**src/rtl/cfe_pkg.sv**
```systemverilog
package cfe_pkg;
  typedef enum logic [1:0] {
    CMD_READ  = 2'd0,
    CMD_WRITE = 2'd1,
    CMD_WINV  = 2'd2,
    CMD_WBACK = 2'd3
  } cmd_e;

  typedef enum logic [1:0] {
    ST_IDLE  = 2'd0,
    ST_LOOK  = 2'd1,
    ST_DRAIN = 2'd2,
    ST_DONE  = 2'd3
  } st_e;
endpackage

```
**src/rtl/cfe_decide.sv**
```systemverilog
module cfe_decide #(
  parameter int BLK_BYTES = 64,
  parameter int SW        = 7
) (
  input  logic [1:0]    cmd,
  input  logic [SW-1:0] size,
  input  logic          unc,
  input  logic          lk_hit,
  input  logic          mt_match,
  input  logic          fast_ok,
  output logic          hit,
  output logic          fast,
  output logic          clash
);
  import cfe_pkg::*;
  localparam logic [SW-1:0] BLK_SZ = SW'(BLK_BYTES);

  logic full_line;
  logic is_wr;
  logic is_winv;

  always_comb begin
    full_line = (size >= BLK_SZ);
    is_wr     = (cmd == CMD_WRITE);
    is_winv   = (cmd == CMD_WINV);
    hit       = !unc && lk_hit;
    fast      = !unc && !lk_hit && full_line && fast_ok &&
                ((is_wr && !mt_match) || is_winv);
    clash     = fast && is_winv && mt_match;
  end
endmodule

```
**src/rtl/cfe_vicq.sv**
```systemverilog
module cfe_vicq #(
  parameter int AW = 32
) (
  input  logic          clk,
  input  logic          rst_n,
  input  logic          load,
  input  logic          a_v,
  input  logic [AW-1:0] a_addr,
  input  logic          b_v,
  input  logic [AW-1:0] b_addr,
  input  logic          pop,
  output logic          head_v,
  output logic [AW-1:0] head_addr,
  output logic          last
);
  logic [AW-1:0] e0_q, e1_q, e0_n, e1_n;
  logic [1:0]    cnt_q, cnt_n;

  always_comb begin
    e0_n  = e0_q;
    e1_n  = e1_q;
    cnt_n = cnt_q;
    if (load) begin
      if (a_v) begin
        e0_n = a_addr;
        e1_n = b_addr;
      end else begin
        e0_n = b_addr;
      end
      cnt_n = {1'b0, a_v} + {1'b0, b_v};
    end else if (pop) begin
      e0_n  = e1_q;
      cnt_n = cnt_q - 2'd1;
    end
  end

  always_ff @(posedge clk or negedge rst_n) begin
    if (!rst_n) begin
      e0_q  <= '0;
      e1_q  <= '0;
      cnt_q <= '0;
    end else if (load || pop) begin
      e0_q  <= e0_n;
      e1_q  <= e1_n;
      cnt_q <= cnt_n;
    end
  end

  assign head_v    = (cnt_q != 2'd0);
  assign head_addr = e0_q;
  assign last      = (cnt_q == 2'd1);

  a_r4_load_empty: assert property (@(posedge clk) disable iff (!rst_n)
    load |-> (cnt_q == 2'd0));
  a_r4_pop_nonempty: assert property (@(posedge clk) disable iff (!rst_n)
    pop |-> (cnt_q != 2'd0));
endmodule

```
**src/rtl/cfe_rsp_pipe.sv**
```systemverilog
module cfe_rsp_pipe #(
  parameter int AW    = 32,
  parameter int DEPTH = 2
) (
  input  logic          clk,
  input  logic          rst_n,
  input  logic          in_v,
  input  logic [AW-1:0] in_addr,
  output logic          out_v,
  output logic [AW-1:0] out_addr
);
  for (genvar g = 0; g < DEPTH; g++) begin : stg
    logic          v_q;
    logic [AW-1:0] a_q;
    logic          src_v;
    logic [AW-1:0] src_a;
    if (g == 0) begin : g_head
      assign src_v = in_v;
      assign src_a = in_addr;
    end else begin : g_tail
      assign src_v = stg[g-1].v_q;
      assign src_a = stg[g-1].a_q;
    end
    always_ff @(posedge clk or negedge rst_n) begin
      if (!rst_n) begin
        v_q <= 1'b0;
        a_q <= '0;
      end else begin
        v_q <= src_v;
        if (src_v) a_q <= src_a;
      end
    end
  end

  assign out_v    = stg[DEPTH-1].v_q;
  assign out_addr = stg[DEPTH-1].a_q;
endmodule

```
**src/rtl/cfe_miss_limit.sv**
```systemverilog
module cfe_miss_limit #(
  parameter int LIMIT = 0,
  parameter int CW    = 2
) (
  input  logic clk,
  input  logic rst_n,
  input  logic dec,
  output logic halt
);
  localparam bit ENABLED = (LIMIT != 0);

  logic [CW-1:0] left_q, left_n;
  logic          halt_q, halt_n;

  always_comb begin
    left_n = left_q;
    halt_n = halt_q;
    if (ENABLED && dec && (left_q != '0)) begin
      left_n = left_q - CW'(1);
      if (left_q == CW'(1)) halt_n = 1'b1;
    end
  end

  always_ff @(posedge clk or negedge rst_n) begin
    if (!rst_n) begin
      left_q <= CW'(LIMIT);
      halt_q <= 1'b0;
    end else if (dec) begin
      left_q <= left_n;
      halt_q <= halt_n;
    end
  end

  assign halt = halt_q;

  a_r7_halt_sticky: assert property (@(posedge clk) disable iff (!rst_n)
    halt |=> halt);
  a_r7_halt_after_miss: assert property (@(posedge clk) disable iff (!rst_n)
    $rose(halt) |-> $past(dec));
endmodule

```
**src/rtl/cache_front.sv**
```systemverilog
module cache_front #(
  parameter int AW         = 32,
  parameter int BLK_BYTES  = 64,
  parameter int HIT_LAT    = 2,
  parameter int MISS_LIMIT = 0,
  parameter int TW         = 32,
  localparam int OFS = $clog2(BLK_BYTES),
  localparam int SW  = OFS + 1
) (
  input  logic          clk,
  input  logic          rst_n,
  input  logic          req_valid,
  output logic          req_ready,
  input  logic [1:0]    req_cmd,
  input  logic [AW-1:0] req_addr,
  input  logic [SW-1:0] req_size,
  input  logic          req_unc,
  input  logic          req_lock,
  input  logic          cfg_fast_ok,
  output logic          lk_valid,
  output logic [AW-1:0] lk_addr,
  input  logic          lk_hit,
  input  logic          lk_vic_valid,
  input  logic [AW-1:0] lk_vic_addr,
  output logic          fill_valid,
  output logic [AW-1:0] fill_addr,
  input  logic          fill_vic_valid,
  input  logic [AW-1:0] fill_vic_addr,
  output logic [AW-1:0] mt_addr,
  input  logic          mt_match,
  output logic          wb_valid,
  output logic [AW-1:0] wb_addr,
  input  logic          wb_ready,
  output logic          rsp_valid,
  output logic [AW-1:0] rsp_addr,
  output logic          miss_valid,
  output logic [AW-1:0] miss_addr,
  output logic [SW-1:0] miss_size,
  output logic [TW-1:0] miss_due,
  output logic          wb_retire,
  output logic          sc_pass,
  output logic          winv_clash,
  output logic          halt
);
  import cfe_pkg::*;

  localparam int            LCW    = $clog2(MISS_LIMIT + 2);
  localparam logic [SW-1:0] BLK_SZ = SW'(BLK_BYTES);

  st_e           st_q, st_n;
  logic [1:0]    cmd_q;
  logic [AW-1:0] addr_q;
  logic [SW-1:0] size_q;
  logic          unc_q, lock_q;
  logic          hit_q, clash_q;
  logic [TW-1:0] now_q;

  logic [AW-1:0] blk_addr;
  logic          d_hit, d_fast, d_clash;
  logic          accept, in_look, in_done;
  logic          vic_a, vic_b, q_head, q_last, pop;
  logic          rsp_in, miss_dec;

  assign accept   = (st_q == ST_IDLE) && req_valid;
  assign in_look  = (st_q == ST_LOOK);
  assign in_done  = (st_q == ST_DONE);
  assign blk_addr = {addr_q[AW-1:OFS], {OFS{1'b0}}};

  cfe_decide #(.BLK_BYTES(BLK_BYTES), .SW(SW)) u_dec (
    .cmd(cmd_q), .size(size_q), .unc(unc_q), .lk_hit(lk_hit),
    .mt_match(mt_match), .fast_ok(cfg_fast_ok),
    .hit(d_hit), .fast(d_fast), .clash(d_clash));

  // Lookup, miss-table query and fill all happen in the lookup cycle
  assign lk_valid   = in_look && !unc_q;
  assign lk_addr    = blk_addr;
  assign mt_addr    = blk_addr;
  assign fill_valid = in_look && d_fast;
  assign fill_addr  = blk_addr;

  assign vic_a = lk_valid && lk_vic_valid;
  assign vic_b = fill_valid && fill_vic_valid;
  assign pop   = wb_valid && wb_ready;

  cfe_vicq #(.AW(AW)) u_vq (
    .clk(clk), .rst_n(rst_n), .load(in_look),
    .a_v(vic_a), .a_addr(lk_vic_addr),
    .b_v(vic_b), .b_addr(fill_vic_addr),
    .pop(pop), .head_v(q_head), .head_addr(wb_addr), .last(q_last));

  assign wb_valid = (st_q == ST_DRAIN) && q_head;

  always_comb begin
    st_n = st_q;
    unique case (st_q)
      ST_IDLE:  if (req_valid) st_n = ST_LOOK;
      ST_LOOK:  st_n = (vic_a || vic_b) ? ST_DRAIN : ST_DONE;
      ST_DRAIN: if (pop && q_last) st_n = ST_DONE;
      ST_DONE:  st_n = ST_IDLE;
      default:  st_n = ST_IDLE;
    endcase
  end

  always_ff @(posedge clk or negedge rst_n) begin
    if (!rst_n) begin
      st_q  <= ST_IDLE;
      now_q <= '0;
    end else begin
      st_q  <= st_n;
      now_q <= now_q + TW'(1);
    end
  end

  always_ff @(posedge clk or negedge rst_n) begin
    if (!rst_n) begin
      cmd_q  <= '0;
      addr_q <= '0;
      size_q <= '0;
      unc_q  <= 1'b0;
      lock_q <= 1'b0;
    end else if (accept) begin
      cmd_q  <= req_cmd;
      addr_q <= req_addr;
      size_q <= req_size;
      unc_q  <= req_unc;
      lock_q <= req_lock;
    end
  end

  always_ff @(posedge clk or negedge rst_n) begin
    if (!rst_n) begin
      hit_q   <= 1'b0;
      clash_q <= 1'b0;
    end else if (in_look) begin
      hit_q   <= d_hit || d_fast;
      clash_q <= d_clash;
    end
  end

  // Outcome cycle
  assign req_ready  = (st_q == ST_IDLE);
  assign miss_valid = in_done && !hit_q;
  assign miss_addr  = unc_q ? addr_q : blk_addr;
  assign miss_size  = unc_q ? size_q : BLK_SZ;
  assign miss_due   = now_q + TW'(HIT_LAT);
  assign rsp_in     = in_done && hit_q && (cmd_q != CMD_WBACK);
  assign wb_retire  = in_done && hit_q && (cmd_q == CMD_WBACK);
  assign sc_pass    = in_done && lock_q && (cmd_q == CMD_WRITE);
  assign winv_clash = in_done && clash_q;
  assign miss_dec   = miss_valid && !unc_q;

  cfe_rsp_pipe #(.AW(AW), .DEPTH(HIT_LAT)) u_rsp (
    .clk(clk), .rst_n(rst_n), .in_v(rsp_in), .in_addr(addr_q),
    .out_v(rsp_valid), .out_addr(rsp_addr));

  cfe_miss_limit #(.LIMIT(MISS_LIMIT), .CW(LCW)) u_lim (
    .clk(clk), .rst_n(rst_n), .dec(miss_dec), .halt(halt));

  a_r4_wb_hold: assert property (@(posedge clk) disable iff (!rst_n)
    (wb_valid && !wb_ready) |=> (wb_valid && $stable(wb_addr)));
  a_r8_miss_single: assert property (@(posedge clk) disable iff (!rst_n)
    miss_valid |=> (!miss_valid && req_ready));
  a_r10_idle_quiet: assert property (@(posedge clk) disable iff (!rst_n)
    req_ready |-> (!wb_valid && !miss_valid && !fill_valid));
  a_r2_fill_outcome_hit: assert property (@(posedge clk) disable iff (!rst_n)
    fill_valid |=> (wb_valid || !miss_valid));
endmodule

```
**config.mk**
```make
export PLATFORM = sky130hd
export DESIGN_NAME = cache_front
export DESIGN_NICKNAME = d
export VERILOG_FILES = /design/src/rtl/cfe_pkg.sv /design/src/rtl/cfe_decide.sv /design/src/rtl/cfe_vicq.sv /design/src/rtl/cfe_rsp_pipe.sv /design/src/rtl/cfe_miss_limit.sv /design/src/rtl/cache_front.sv
export SDC_FILE = /design/constraint.sdc
export NUM_CORES = 1
export LEC_CHECK = 0
export BUFFER_PORTS_ARGS = -buffer_cell sky130_fd_sc_hd__buf_4
export CAP_MARGIN = 20
export CORE_MARGIN = 2
export CORE_UTILIZATION = 48
export DETAILED_ROUTE_END_ITERATION = 6
export GPL_TIMING_DRIVEN = 0
export PLACE_DENSITY = 0.83
export SLEW_MARGIN = 10
export SYNTH_ARGS = -nofsm -noshare
export SYNTH_HDL_FRONTEND = slang
export SYNTH_SLANG_ARGS = --single-unit
```
**constraint.sdc**
```tcl
create_clock -name clk -period 3 [get_ports clk]
set_input_delay 0.3 -clock clk [delete_from_list [all_inputs] [get_ports clk]]
set_output_delay 0.3 -clock clk [all_outputs]
set_load 0.02 [all_outputs]
```
# Yosys cells after proc, flatten, opt, wreduce, memory -nomap -nowiden
# Index checks and enable logic that the tools add are counted.
# op_classes
n_addsub	4
n_lt_le_gt_ge	1
n_eq_ne	10
mux	11
reduce_logical	37
# ops
op	n
2-to-1 mux 32 bit	3
adder 32 x 1 -> 32 bit (second input constant)	1
adder 32 x 2 -> 32 bit (second input constant)	1
logical AND 1 bit	23
equality test 2 bit (second input constant)	4
2-to-1 mux 2 bit	4
case mux 2 bit (4 select lines)	1
>= comparator 7 bit (second input constant)	1
2-to-1 mux 7 bit	1
equality test 2 x 1 -> 1 bit (second input constant)	3
2-to-1 mux 6 bit	1
logical NOT 1 bit	4
logical OR 1 bit	4
!= test 2 bit (second input constant)	2
AND reduction 2 bit	2
nonzero test 2 bit	2
AND reduction 3 bit	1
adder 1 x 1 -> 2 bit	1
logical NOT 2 bit	1
!= test 2 x 1 -> 1 bit (second input constant)	1
subtractor 2 x 1 -> 2 bit (second input constant)	1
2-to-1 mux 1 bit	1
# totals
reg_bits	211
inputBits	116
out_inout_bits	241
wordCells	79

# Logic depth before layout (Yosys ltp)
# depth
ltp_word	10
mapped_depth	12
ltp_nobuf	10

# By module
# A second synthesis with hierarchy kept.
# hier_totals
cells_unflattened	840
area_unflattened_um2	11034.3
# modules_own_cells
mod	instances	cells_per_inst	area_each_um2	seq_area_each_um2
cache_front	1	470	4917.2	1976.9
cfe_vicq	1	223	3310.7	1651.6
cfe_rsp_pipe	1	138	2740.1	1651.6
cfe_decide	1	7	55.1	0.0
cfe_miss_limit	1	2	11.3	0.0

# Worst setup path before layout
# Ideal clock, no wire load.
# synth_path
kind	flip-flop to flip-flop
startpoint	reg st_q[1]
endpoint	reg st_q[0]
setup_time_ps	135
arrival_ps	2243
t_required_ps	2865
path_slack_ps	622
path_stages_with_launch	12
path_buffers	1
period_less_slack_ps	2378
path_cell_list	dfrtp_1 inv_1 ha_1 buf_2 inv_1 nor2_2 nand4b_1 a21oi_1 nand2_1 ha_1 a211oi_1 a22oi_1
# synth_via
elab_chain_cells	6
elab_cells_between_ends	17
cone_classes	eq/ne (5); mux (2); reduce/logical (10)
# synth_lines
item	line_no	text
start, declared	cache_front.sv:50	st_e st_q, st_n;
start signal, assigned	cache_front.sv:109	st_q <= st_n;
equality test 2 x 1 -> 1 bit	cache_front.sv:65	assign in_look = (st_q == ST_LOOK);
logical AND 1 bit	cache_front.sv:75	assign lk_valid = in_look && !unc_q;
named net lk_valid	cache_front.sv:20	output logic lk_valid,
logical AND 1 bit	cache_front.sv:81	assign vic_a = lk_valid && lk_vic_valid;
logical OR 1 bit	cache_front.sv:97	ST_LOOK: st_n = (vic_a || vic_b) ? ST_DRAIN : ST_DONE;
2-to-1 mux 1 bit	cache_front.sv:97	
case mux 2 bit (4 select lines)	cache_front.sv:95	unique case (st_q)
# The timed path passes the listed nets, and every way through them passes these cells.
# A chain may end at the register's enable or synchronous reset.

# Final worst setup path
# layout_path
startpoint	reg now_q[2]
endpoint	out miss_due[23]
# layout_via
elab_chain_cells	1
# layout_lines
item	line_no	text
start, declared	cache_front.sv:56	logic [TW-1:0] now_q;
start signal, assigned	cache_front.sv:110	now_q <= now_q + TW'(1);
adder 32 x 2 -> 32 bit	cache_front.sv:145	assign miss_due = now_q + TW'(HIT_LAT);
end, declared	cache_front.sv:39	output logic [TW-1:0] miss_due,
# Every way passes these cells.

==> flow_summary.json <==
{
  "setup_viol": 0,
  "wire_per_inst_um": 16.6,
  "cp_num_buf_inv": 1,
  "grt-ovfl-total": 0,
  "p_leak_nw": 7.31,
  "cts_hold_buf": 27,
  "ant_nets": 0,
  "grt_max_degree": 109,
  "grtUsageTotal": 0.233,
  "worstPathArrival_ns": 2.52,
  "placed_cell_area_sq_um": 13500,
  "ir_worst_vdd_v": 0.000590,
  "clock-sinks": 211,
  "setup_tns_ns": 0,
  "utilization": 0.676,
  "synthFlopType": "dfrtp_1",
  "r2r-end": "st_q[0]",
  "grt_pass1_wl_um": 44200,
  "hold_viol_final": 0,
  "hpwl_um": 20300,
  "clockBufferDepth": 3,
  "yosys_warnings": 0,
  "drv_slew": 0,
  "die_area_sq_um": 23100,
  "drv_cap": 0,
  "netlist_top_cells_area": "dfrtp_1 50%, mux2_2 12%, buf_4 9.2%, nand2_1 6.7%, xor2_1 2.6%",
  "syn_inst": 972,
  "min_period_ns": 2.82,
  "clock_latency_ns": 0.50,
  "crit_start": "now_q[2]",
  "critPathKind": "flip-flop to output port",
  "die_w_um": 152,
  "status": "finished clean",
  "worst_slew_pin_slew_ns": 0.832,
  "dr_total_vias": 8472,
  "reg2reg_depth": 12,
  "fillers": 1605,
  "max_freq_mhz": 355,
  "path_cells": "ha_1 > nand3_2 > nor4b_4 > xor2_1 > buf_4",
  "vias_per_cell": 5.05,
  "yosysTopAreaCell": "dfrtp_1",
  "coreArea_sq_um": 21600,
  "gp_congestion": 0.817,
  "areaGrowthSynthToFinish_pct": 39.4,
  "fp-row-count": 54,
  "ff_latch_area_sq_um": 5280,
  "hold_path.class": "input pin to flip-flop",
  "postLayoutCellArea_sq_um": 14600,
  "worstSetupStartpointType": "flip-flop",
  "worst_ep_required_time_ns": 2.70,
  "top_level_ports": 357,
  "drt_iter0_drc": 389,
  "synth_cell_type_count": 48,
  "synth.most_common_cell": "dfrtp_1",
  "critical_path.top_delay_family": "simple AND/OR/NAND/NOR gates",
  "drive_above_1_share": 0.471,
  "die_y_um": 152,
  "path_max_fanout": 10,
  "syn_avg_cell_area_sq_um": 10.8,
  "postCtsSetupBuffers": 0,
  "crit-reg2reg-launch": "st_q[1]",
  "finalClockSkew_ns": 0.0121,
  "cts_tree": "done",
  "crit_cells": 5,
  "grt_pass1_vias": 8450,
  "cts_root_buf": "clkbuf_16",
  "powerDensity_nw_per_um2": 1070,
  "drt_pre_antenna_iters": 4,
  "cp-end-kind": "output port",
  "synth_common_cells": "211 x dfrtp_1, 186 x nand2_1, 128 x buf_4, 108 x mux2_2",
  "n_antenna_cell": 0,
  "drc": 0,
  "antenna_found_initial": 0,
  "cts_resized": 0,
  "cpMaxStageDelayCell": "nor4b_4",
  "synthDominantCellAreaShare": 0.503,
  "slowest_delay_ns": 0.55,
  "slew_headroom": 0.446,
  "htree_num_levels": 1,
  "cts-buffers-inserted": 23,
  "yosysSeqAreaShare": 0.503,
  "clk_pin_slew_ns": 0.06,
  "wl_um": 27800,
  "fin_crit_sh": 0.939,
  "ys_ff_latch": 211,
  "start_util": 0.485,
  "fin_nets": 1506,
  "netlist_area_sq_um": 10500,
  "setup.worst_path.end": "miss_due[23]",
  "io_buffers": 337,
  "multi_input_area_sq_um": 4050,
  "async_flop_share": 1.00,
  "synth-edff-count": 0,
  "r2r_slack_ns": 0.43,
  "rsz0062_at_grt": "false"
}
-- worst register-to-register path: cells and delay by family, from the launching register on --
family,cells,cell delay [ns]
AOI/OAI and AO/OA,2,0.28
buffers and inverters,6,0.92
and+or+nand+nor,2,0.41
adders and majority gates,2,0.43
DFF,1,0.41
-- sequential cells by signal, indices dropped and copies added, names as in the netlist --
name	cells
u_rsp.stg.v_q	1
lock_q	1
now_q	32
hit_q	1
clash_q	1
addr_q	32
st_q	2
u_rsp.stg.a_q	32
unc_q	1
u_rsp.out_addr	32
size_q	7
u_vq.e1_q	32
u_vq.head_addr	32
u_rsp.out_v	1
u_vq.cnt_q	2
cmd_q	2
-- stage by stage --
step	std cells	hold slack (ns)	total power, W	setup WS (ns)
final	1676	0.0208	0.0157	0.182
after global placement	1607	0.357	0.0122	0.159
after CTS	1676	0.000246	0.0158	0.167
after floorplan	990	0.00441	0.00946	0.622
after detailed placement	1608	0.370	0.0125	0.449
after global routing	1676	0.0183	0.0165	0.00726
-- per-layer routing --
layer	part of all wire	global-route usage	vias to the layer above
met3	0.066	0.0402	64
met4	0.037	0.0917	0
met1	0.38	0.278	4137
met2	0.52	0.418	335
met5	0	0	-
li1	-	-	3936
-- placed cells by master (no fill, tap or decap), types with 11 or more instances in the layout --
cell type	n
dlygate4sd3_1	27
nor2_1	19
buf_4	464
nor2b_1	33
nand2_1	186
nand4_1	11
xnor2_1	29
buf_2	21
xor2_1	31
nand3_1	13
conb_1	19
clkbuf_16	23
a31oi_1	32
clkbuf_1	16
a211oi_1	33
dfrtp_1	211
mux2_2	108
and2_1	17
-- kinds of logic (layout without fill, tap and decap cells) --
| kind of cell | after synthesis | in the layout | synth area share |
|---|---|---|---|
| buffers and inverters | 187 | 593 | 0.117 |
| XOR/XNOR | 60 | 60 | 0.0501 |
| flip-flops | 211 | 211 | 0.503 |
| AO/OA/AOI/OAI | 75 | 75 | 0.0486 |
| other | 1 | 19 | 0.000358 |
| multiplexers | 108 | 108 | 0.116 |
| AND/OR/NAND/NOR | 320 | 320 | 0.153 |
| adder cells (fa/ha/maj) | 10 | 10 | 0.0119 |
-- where the power goes --
group | internal, W | total (W) | leakage (nW) | switching [W]
clock network | 0.00207 | 0.00321 | 0.425 | 0.00114
registers | 0.00402 | 0.00493 | 2.60 | 0.000905
logic | 0.00380 | 0.00752 | 4.28 | 0.00372
-- cell type report --
class	instances	area share
buffer	177	0.0815
clock buffer	30	0.0453
inverter	10	0.00257
timing repair buffer	365	0.194
sequential	211	0.361
multi-input combinational	592	0.277
tap	280	0.0240
clock inverter	11	0.0146
-- worst min-delay path by stage --
stage          depth (start not counted)       endpoint               from  slack (ns)
2_1_floorplan                          0      addr_q[0]              rst_n       0.004
3_3_place_gp                           0    u_rsp.out_v   u_rsp.stg[0].v_q        0.36
3_5_place_dp                           0    u_rsp.out_v   u_rsp.stg[0].v_q        0.37
4_1_cts                                3  u_vq.e1_q[22]  fill_vic_addr[22]      0.0002
5_1_grt                                3  u_vq.e1_q[12]  fill_vic_addr[12]        0.02
6_report                               3  u_vq.e1_q[20]  fill_vic_addr[20]        0.02
Note: power is estimated with default switching activity, not from simulation.
